**config.mk**
```make
export PLATFORM = sky130hd
export DESIGN_NAME = seqUnlock
export DESIGN_NICKNAME = d
export VERILOG_FILES = /design/src/rtl/seqUnlockPkg.sv /design/src/rtl/seqUnlockDatapath.sv /design/src/rtl/seqUnlockControl.sv /design/src/rtl/seqUnlock.sv
export SDC_FILE = /design/constraint.sdc
export NUM_CORES = 1
export LEC_CHECK = 0
export ABC_AREA = 1
export BUFFER_PORTS_ARGS = -buffer_cell sky130_fd_sc_hd__buf_4
export CORE_MARGIN = 2
export CORE_UTILIZATION = 42
export CTS_CLUSTER_DIAMETER = 60
export DETAILED_ROUTE_END_ITERATION = 8
export PLACE_DENSITY_LB_ADDON = 0.1
export SKIP_CTS_REPAIR_TIMING = 1
export SLEW_MARGIN = 20
export SYNTH_ARGS = -nofsm -noshare
export SYNTH_HDL_FRONTEND = slang
export SYNTH_SLANG_ARGS = --single-unit
```
**constraint.sdc**
```tcl
create_clock -name clk -period 1.5 [get_ports clk]
set_clock_uncertainty 0.15 [all_clocks]
set_input_delay 0 -clock clk [delete_from_list [all_inputs] [get_ports clk]]
set_output_delay 0 -clock clk [all_outputs]
set_load 0.02 [all_outputs]
```
**src/rtl/seqUnlockPkg.sv**
```systemverilog
package seqUnlockPkg;
  // strobes from the address datapath to the step controller
  typedef struct packed {
    logic counted;   // completed cycle with chip selected
    logic isWrite;   // that cycle was a write
    logic hitNext;   // address equals the expected prefix entry for the current step
    logic isHead;    // address equals the first key entry
    logic isStore;   // address equals the store final key
    logic isRecall;  // address equals the recall final key
  } keyStrobes_t;
endpackage

```
**src/rtl/seqUnlockDatapath.sv**
```systemverilog
module seqUnlockDatapath
  import seqUnlockPkg::*;
#(
  parameter int ADDR_W = 13,
  parameter int PREFIX_LEN = 5,
  parameter int STEP_W = 3,
  parameter logic [ADDR_W-1:0] KEY0 = 13'h0000,
  parameter logic [ADDR_W-1:0] KEY1 = 13'h1555,
  parameter logic [ADDR_W-1:0] KEY2 = 13'h0AAA,
  parameter logic [ADDR_W-1:0] KEY3 = 13'h1FFF,
  parameter logic [ADDR_W-1:0] KEY4 = 13'h10F0,
  parameter logic [ADDR_W-1:0] STORE_KEY = 13'h0F0F,
  parameter logic [ADDR_W-1:0] RECALL_KEY = 13'h0F0E
) (
  input  logic              ceN,
  input  logic              weN,
  input  logic [ADDR_W-1:0] addr,
  input  logic              cycleDone,
  input  logic [STEP_W-1:0] step,
  output keyStrobes_t       strobes
);
  localparam logic [ADDR_W-1:0] KEY_TAB [PREFIX_LEN] = '{KEY0, KEY1, KEY2, KEY3, KEY4};

  logic [PREFIX_LEN-1:0] keyHit;

  for (genvar i = 0; i < PREFIX_LEN; i++) begin : g_cmp
    assign keyHit[i] = (addr == KEY_TAB[i]);
  end

  always_comb begin
    strobes.counted  = cycleDone && !ceN;
    strobes.isWrite  = !weN;
    strobes.hitNext  = (step < STEP_W'(PREFIX_LEN)) ? keyHit[step] : 1'b0;
    strobes.isHead   = keyHit[0];
    strobes.isStore  = (addr == STORE_KEY);
    strobes.isRecall = (addr == RECALL_KEY);
  end
endmodule

```
**src/rtl/seqUnlockControl.sv**
```systemverilog
module seqUnlockControl
  import seqUnlockPkg::*;
#(
  parameter int PREFIX_LEN = 5,
  parameter int STEP_W = 3
) (
  input  logic              clk,
  input  logic              rstN,
  input  logic              oeN,
  input  keyStrobes_t       strobes,
  output logic [STEP_W-1:0] step,
  output logic              storeReq,
  output logic              recallReq
);
  localparam logic [STEP_W-1:0] LAST_STEP = STEP_W'(PREFIX_LEN);

  logic [STEP_W-1:0] stepNext;
  logic storeNext, recallNext;

  always_comb begin
    stepNext   = step;
    storeNext  = 1'b0;
    recallNext = 1'b0;
    if (strobes.counted) begin
      if (strobes.isWrite) begin
        stepNext = '0;
      end else if (step == LAST_STEP) begin
        if (strobes.isStore) begin
          storeNext = 1'b1;
          stepNext  = '0;
        end else if (strobes.isRecall) begin
          recallNext = 1'b1;
          stepNext   = '0;
        end else begin
          stepNext = strobes.isHead ? STEP_W'(1) : '0;
        end
      end else if (strobes.hitNext) begin
        stepNext = step + STEP_W'(1);
      end else begin
        stepNext = strobes.isHead ? STEP_W'(1) : '0;
      end
    end
  end

  always_ff @(posedge clk) begin
    if (!rstN) begin
      step      <= '0;
      storeReq  <= 1'b0;
      recallReq <= 1'b0;
    end else begin
      step      <= stepNext;
      storeReq  <= storeNext;
      recallReq <= recallNext;
    end
  end


  req_exclusive_chk: assert property (@(posedge clk) disable iff (!rstN)
    !(storeReq && recallReq));

  store_single_chk: assert property (@(posedge clk) disable iff (!rstN)
    storeReq |=> !storeReq && step == '0);

  recall_single_chk: assert property (@(posedge clk) disable iff (!rstN)
    recallReq |=> !recallReq && step == '0);

  write_clear_chk: assert property (@(posedge clk) disable iff (!rstN)
    (strobes.counted && strobes.isWrite) |=> (step == '0 && !storeReq && !recallReq));

  idle_hold_chk: assert property (@(posedge clk) disable iff (!rstN)
    !strobes.counted |=> ($stable(step) && !storeReq && !recallReq));

  advance_oe_low_chk: assert property (@(posedge clk) disable iff (!rstN)
    (strobes.counted && !strobes.isWrite && strobes.hitNext && !oeN)
      |=> step == $past(step) + STEP_W'(1));

  advance_oe_high_chk: assert property (@(posedge clk) disable iff (!rstN)
    (strobes.counted && !strobes.isWrite && strobes.hitNext && oeN)
      |=> step == $past(step) + STEP_W'(1));

  step_range_chk: assert property (@(posedge clk) disable iff (!rstN)
    step <= LAST_STEP);
endmodule

```
**src/rtl/seqUnlock.sv**
```systemverilog
module seqUnlock
  import seqUnlockPkg::*;
#(
  parameter int ADDR_W = 13,
  parameter logic [ADDR_W-1:0] KEY0 = 13'h0000,
  parameter logic [ADDR_W-1:0] KEY1 = 13'h1555,
  parameter logic [ADDR_W-1:0] KEY2 = 13'h0AAA,
  parameter logic [ADDR_W-1:0] KEY3 = 13'h1FFF,
  parameter logic [ADDR_W-1:0] KEY4 = 13'h10F0,
  parameter logic [ADDR_W-1:0] STORE_KEY = 13'h0F0F,
  parameter logic [ADDR_W-1:0] RECALL_KEY = 13'h0F0E
) (
  input  logic              clk,
  input  logic              rstN,
  input  logic              ceN,
  input  logic              weN,
  input  logic              oeN,
  input  logic [ADDR_W-1:0] addr,
  input  logic              cycleDone,
  output logic              storeReq,
  output logic              recallReq
);
  localparam int PREFIX_LEN = 5;
  localparam int STEP_W = $clog2(PREFIX_LEN + 1);

  keyStrobes_t strobes;
  logic [STEP_W-1:0] step;

  seqUnlockDatapath #(
    .ADDR_W(ADDR_W), .PREFIX_LEN(PREFIX_LEN), .STEP_W(STEP_W),
    .KEY0(KEY0), .KEY1(KEY1), .KEY2(KEY2), .KEY3(KEY3), .KEY4(KEY4),
    .STORE_KEY(STORE_KEY), .RECALL_KEY(RECALL_KEY)
  ) u_dp (
    .ceN(ceN), .weN(weN), .addr(addr), .cycleDone(cycleDone),
    .step(step), .strobes(strobes)
  );

  seqUnlockControl #(.PREFIX_LEN(PREFIX_LEN), .STEP_W(STEP_W)) u_ctl (
    .clk(clk), .rstN(rstN), .oeN(oeN), .strobes(strobes),
    .step(step), .storeReq(storeReq), .recallReq(recallReq)
  );
endmodule

```
; Word-level counts from Yosys, hierarchy flattened
; Index checks and enable logic that the tools add are counted.
[totals]
in_bits = 19
word_cells = 33
romBits = 0
out_inout_bits = 2
n_memories = 0
register_bits = 5
ramBits = 0
latchBits = 0
[classes]
order_cmp = 2
div_mod_pow = 0
n_reduce_logical = 5
n_eq_ne = 7
n_mux = 11
bitwise = 4
multipliers = 0
shifts = 0
addsub = 1
[op_table]
columns = op, count
row1 = $eq 13x12->1 const B, 3
row2 = $eq 13x13->1 const B, 3
row3 = $mux 3, 5
row4 = $logic_not 13->1, 1
row5 = $mux 1, 5
row6 = $reduce_or 5->1, 1
row7 = $lt 3x4->1 const B, 1
row8 = $not 1->1, 4
row9 = $reduce_and 4->1, 1
row10 = $add 3x1->3 const B, 1
row11 = $bmux 1 s3, 1
row12 = $eq 3x3->1 const B, 1
row13 = $lt 3x3->1 const B, 1
row14 = $logic_and 1x1->1, 1
row15 = $logic_not 1->1, 1

; Logic depth before layout (Yosys ltp)
[depth]
word_depth = 7
mapped_depth = 12
depth_no_buf = 12

; Hierarchy
; A second synthesis with hierarchy kept.
[hier_totals]
hier_cells = 102
area_unflattened_um2 = 600.6
[modules_own_cells]
columns = module, cells_each, seq_area_each_um2, area_each_um2, n_inst
row1 = seqUnlockDatapath, 64, 0.0, 306.5, 1
row2 = seqUnlockControl, 38, 100.1, 294.0, 1

; Least setup slack after synthesis
; No wires, ideal clock.
[synth_timing]
path_type = reg2reg
from = register u_ctl.step[0]
to = register u_ctl.step[0]
required_ps = 1284
setup_time_ps = 66
slack_ps = 92
n_path_buf = 0
stages_incl_launch_ff = 11
period_less_slack_ps = 1408
t_arrival_ps = 1192
path_cell_list = dfxtp_1 inv_1 nor3_1 nand2_1 nand3_1 nand3_2 nand2_2 nand2_2 nand3_1 nand2_1 a21oi_2
[synth_between]
elab_chain_cells = 6
word_cells_on_any_way = 9
classes_between = add/sub: 1 / order compare: 1 / eq/ne: 1 / mux: 6
[synth_rtl]
columns = element, line_no
row1 = "start, declared", seqUnlockControl.sv:11  ; output logic [STEP_W-1:0] step,
row2 = "start signal, assigned", seqUnlockControl.sv:51  ; step <= stepNext;
row3 = $bmux 1 s3, seqUnlockDatapath.sv:33  ; strobes.hitNext = (step < STEP_W'(PREFIX_LEN)) ? keyHit[step] : 1'b0;
row4 = $mux 1 (implied by the code), seqUnlockDatapath.sv:33
row5 = $mux 1, seqUnlockDatapath.sv:33
row6 = $mux 3, seqUnlockControl.sv:37  ; end else if (strobes.hitNext) begin
row7 = $mux 3 (*), seqUnlockControl.sv:27  ; end else if (step == LAST_STEP) begin
row8 = $mux 3 (*), seqUnlockControl.sv:25  ; if (strobes.isWrite) begin
; Mark *: on every way between the ends. The rest lies on a longest branch, timed or not. The select of a mux whose other input is x is not followed.
; A chain may end at the register's enable or synchronous reset.

; Worst setup path after layout
; Same ends and word-level chain as after synthesis.

==> flow_summary.toml <==
[routing]
routedWlPerCell_um = 9.588
vias = 682
dr.pass1.iters = 4
drt-initial-drc-count = 11
route.detailed.drc = 0
via_per_inst = 4.608
antenna_left = 0
routed_wl_um = 1419

[cells_and_area]
multiInputGateArea_um2 = 376.6
design_area_um2 = 850.8
fillers = 124
drive_gt1_frac = 0.3083
diodes = 0
synthToLayoutAreaGrowth_pct = 54.55
fin_nets = 155
ff_latch_area_um2 = 102.6

[critical_path]
timing.rr.end = "u_ctl.step[0]"
crit_path_max_fanout = 4
worst-path-buf-inv = 1
crit_top_cell = "nand2_2"
rr_worst_depth = 8
crit_family = "simple AND/OR/NAND/NOR gates"
cp_data_required_time_ns = 1.53
critPathKind = "reg -> reg"
startpoint_type = "flip-flop"
max_stage_delay_ns = 0.34
critPathSlowestCell = "dfxtp_2"
cp-end-kind = "flip-flop"
cp.arrival_ns = 1.44
crit_chain = "buf_4, nor3_1, nand4_1, nand2_2, nand2_2, nand3_1, nand2_1, a21oi_2"
ff2ff_setup_slack_ns = 0.08
rr_startpoint = "u_ctl.step[0]"

[cts]
clkSinkCount = 5
cts-root-buf = "clkbuf_4"
cts-buffers-inserted = 3
h-tree-depth = 1
cts_tree = "yes"
clkTransAtPathRegs_ns = 0.05
insertion_delay_ns = 0.25
clk_path_buf_depth = 2

[sta]
final.setup.tns_ns = 0
fin_crit_ns = 1.416
grt_setup_unrepaired = "yes"
setup-violations-final = 0
tightest_slew_ns = 0.2244
clock.fmax_ghz = 0.7061
setup_ws_ns = 0.08367
hold_violations = 2
maxSlewViolCount = 0
slew_headroom = 0.8502
finalCritPeriodShare = 0.9442
hold_slack_ns = -0.01366

[synthesis]
synth_nets = 120
ys_ff_latch = 5
synth.yosys.warnings = 0
syn_area_per_cell_um2 = 5.561
synth_area_um2 = 550.5
synth_cells = 99
yosysUniqueCellTypes = 18
ys_seq_area_frac = 0.1818

[worst_hold_path]
hp-class = "in -> reg"
whs_path_depth = 5
min_from = "addr[3]"
holdPathEnd = "u_ctl.storeReq"

[grt]
grt-busiest-layer = "met2"
grt_pass1_vias = 578
grt_pass1_wl_um = 2118
grt_use_met1 = 0.2098
antenna_found_initial = 0
gr-usage-all-layers = 0.2018
grt_use_met3 = 0.05000
overflow = 0
grtUsageMet2 = 0.3589
grt_max_degree = 8

[power]
p_switching_w = 0.0001112
switching_share = 0.2772
clkPwrFrac = 0.415
power_density_nw_per_um2 = 471.6
power_leakage_nw = 0.4529
pwr-share-comb = 0.253
max-vdd-ir-drop_mv = 0.3487
seqPwrFrac = 0.332
p_int_w = 0.0002900

[floorplanning]
die_h_um = 40.21
start_util = 0.4339
core_um2 = 1269
dieArea_um2 = 1616
fp.dieW_um = 40.21
rows = 13
ios = 21

[place]
pre_cts_slack_ns = 0.004749
place_area_um2 = 726.9
place_congestion = 0.7974
dp_hpwl_um = 1129
io_buffers = 19

[job]
max-cap-violations = 0

[outcome]
status = "finished with violations"
violations = "hold timing"
## power groups by stage
stage / clock network [W] / logic (W) / registers, W
floorplan: 0 / 0.0000324 / 0.000136
CTS: 0.000170 / 0.0000832 / 0.000133
global placement: 0 / 0.0000817 / 0.000136
finish: 0.000167 / 0.000102 / 0.000133
global route: 0.000182 / 0.000114 / 0.000133
detailed placement: 0 / 0.0000830 / 0.000136
## how the worst max path moves through the flow
stage / endpoint / cells after the start / from / slack (ns)
2_1_floorplan: u_ctl.step[0] / 10 / u_ctl.step[0] / 0.09
3_3_place_gp: u_ctl.step[1] / 7 / u_ctl.step[1] / 0.06
3_5_place_dp: u_ctl.step[0] / 10 / u_ctl.step[0] / 0.005
4_1_cts: u_ctl.step[0] / 10 / u_ctl.step[0] / -0.01
5_1_grt: u_ctl.step[0] / 10 / u_ctl.step[0] / -0.05
6_report: u_ctl.step[0] / 8 / u_ctl.step[0] / 0.08
## cells in the mapped netlist
master	count	area share
nand2_1	26	0.18
inv_1	19	0.13
nor2_1	14	0.095
nand3_1	8	0.073
dfxtp_1	5	0.18
nand2_2	4	0.045
a21oi_1	3	0.027
nand4_1	3	0.034
nor3_1	3	0.027
a21oi_2	2	0.032
ha_1	2	0.045
inv_2	2	0.014
nand3_2	2	0.036
nor2_2	2	0.023
nand3b_1	1	0.014
nor3_2	1	0.018
nor4_1	1	0.011
xor2_1	1	0.016
## cell usage in the layout, fill, tap and decap left out
master and n:
nand2_1 26, buf_4 21, inv_1 18, nor2_1 14, dlygate4sd3_1 9, nand3_1 8
nand2_2 4, nand4_1 3, inv_2 3, a21oi_1 3, clkbuf_4 3, dfxtp_1 3
nand3_2 2, nor3_2 2, nor2_2 2, a21oi_2 2, nor3_1 2, ha_1 2
dfxtp_2 2, xor2_1 1, nand3b_1 1, nor4_1 1, clkbuf_1 1
## layer usage
layer | part of all wire | wire length, um
met1 | 0.43 | 614
met2 | 0.50 | 714
met3 | 0.028 | 40
met4 | 0.036 | 51
met5 | 0 | 0
## cell families (layout without fill, tap and decap cells)
logic type	count (synthesis)	in the layout	share of synthesized area
buffers and inverters	21	55	0.1432
XOR/XNOR	1	1	0.01591
AND/OR/NAND/NOR	65	65	0.5545
AO/OA/AOI/OAI	5	5	0.05909
flip-flops	5	5	0.1818
adder cells (fa/ha/maj)	2	2	0.04545
## worst min-delay path: stages
cell	delay, ns
buf_4	0.12
nand4_1	0.07
nor2_1	0.05
nand2_1	0.06
nor2_1	0.04
## final cells by class
type	instances	area share
Inverter	21	0.09265
Clock buffer	4	0.03088
Sequential cell	5	0.1206
Timing Repair Buffer	30	0.2912
Tap cell	15	0.02206
Multi-Input combinational cell	73	0.4426
## state kept, by name, summed over array words and instances (netlist names)
signal,cells
u_ctl.recallReq,1
u_ctl.storeReq,1
u_ctl.step,3
## through the flow
stage          instances  utilization  hold slack, ns  power [W]
2_1_floorplan         99            -       -0.003339  0.0001681
3_3_place_gp         135       0.5730          0.1198  0.0002175
3_5_place_dp         135       0.5730          0.1373  0.0002187
4_1_cts              139       0.5937         -0.1261  0.0003866
5_1_grt              148       0.6706        0.009640  0.0004285
6_report             148       0.6706        -0.01366  0.0004012
Power figures use the tool's default switching activity.
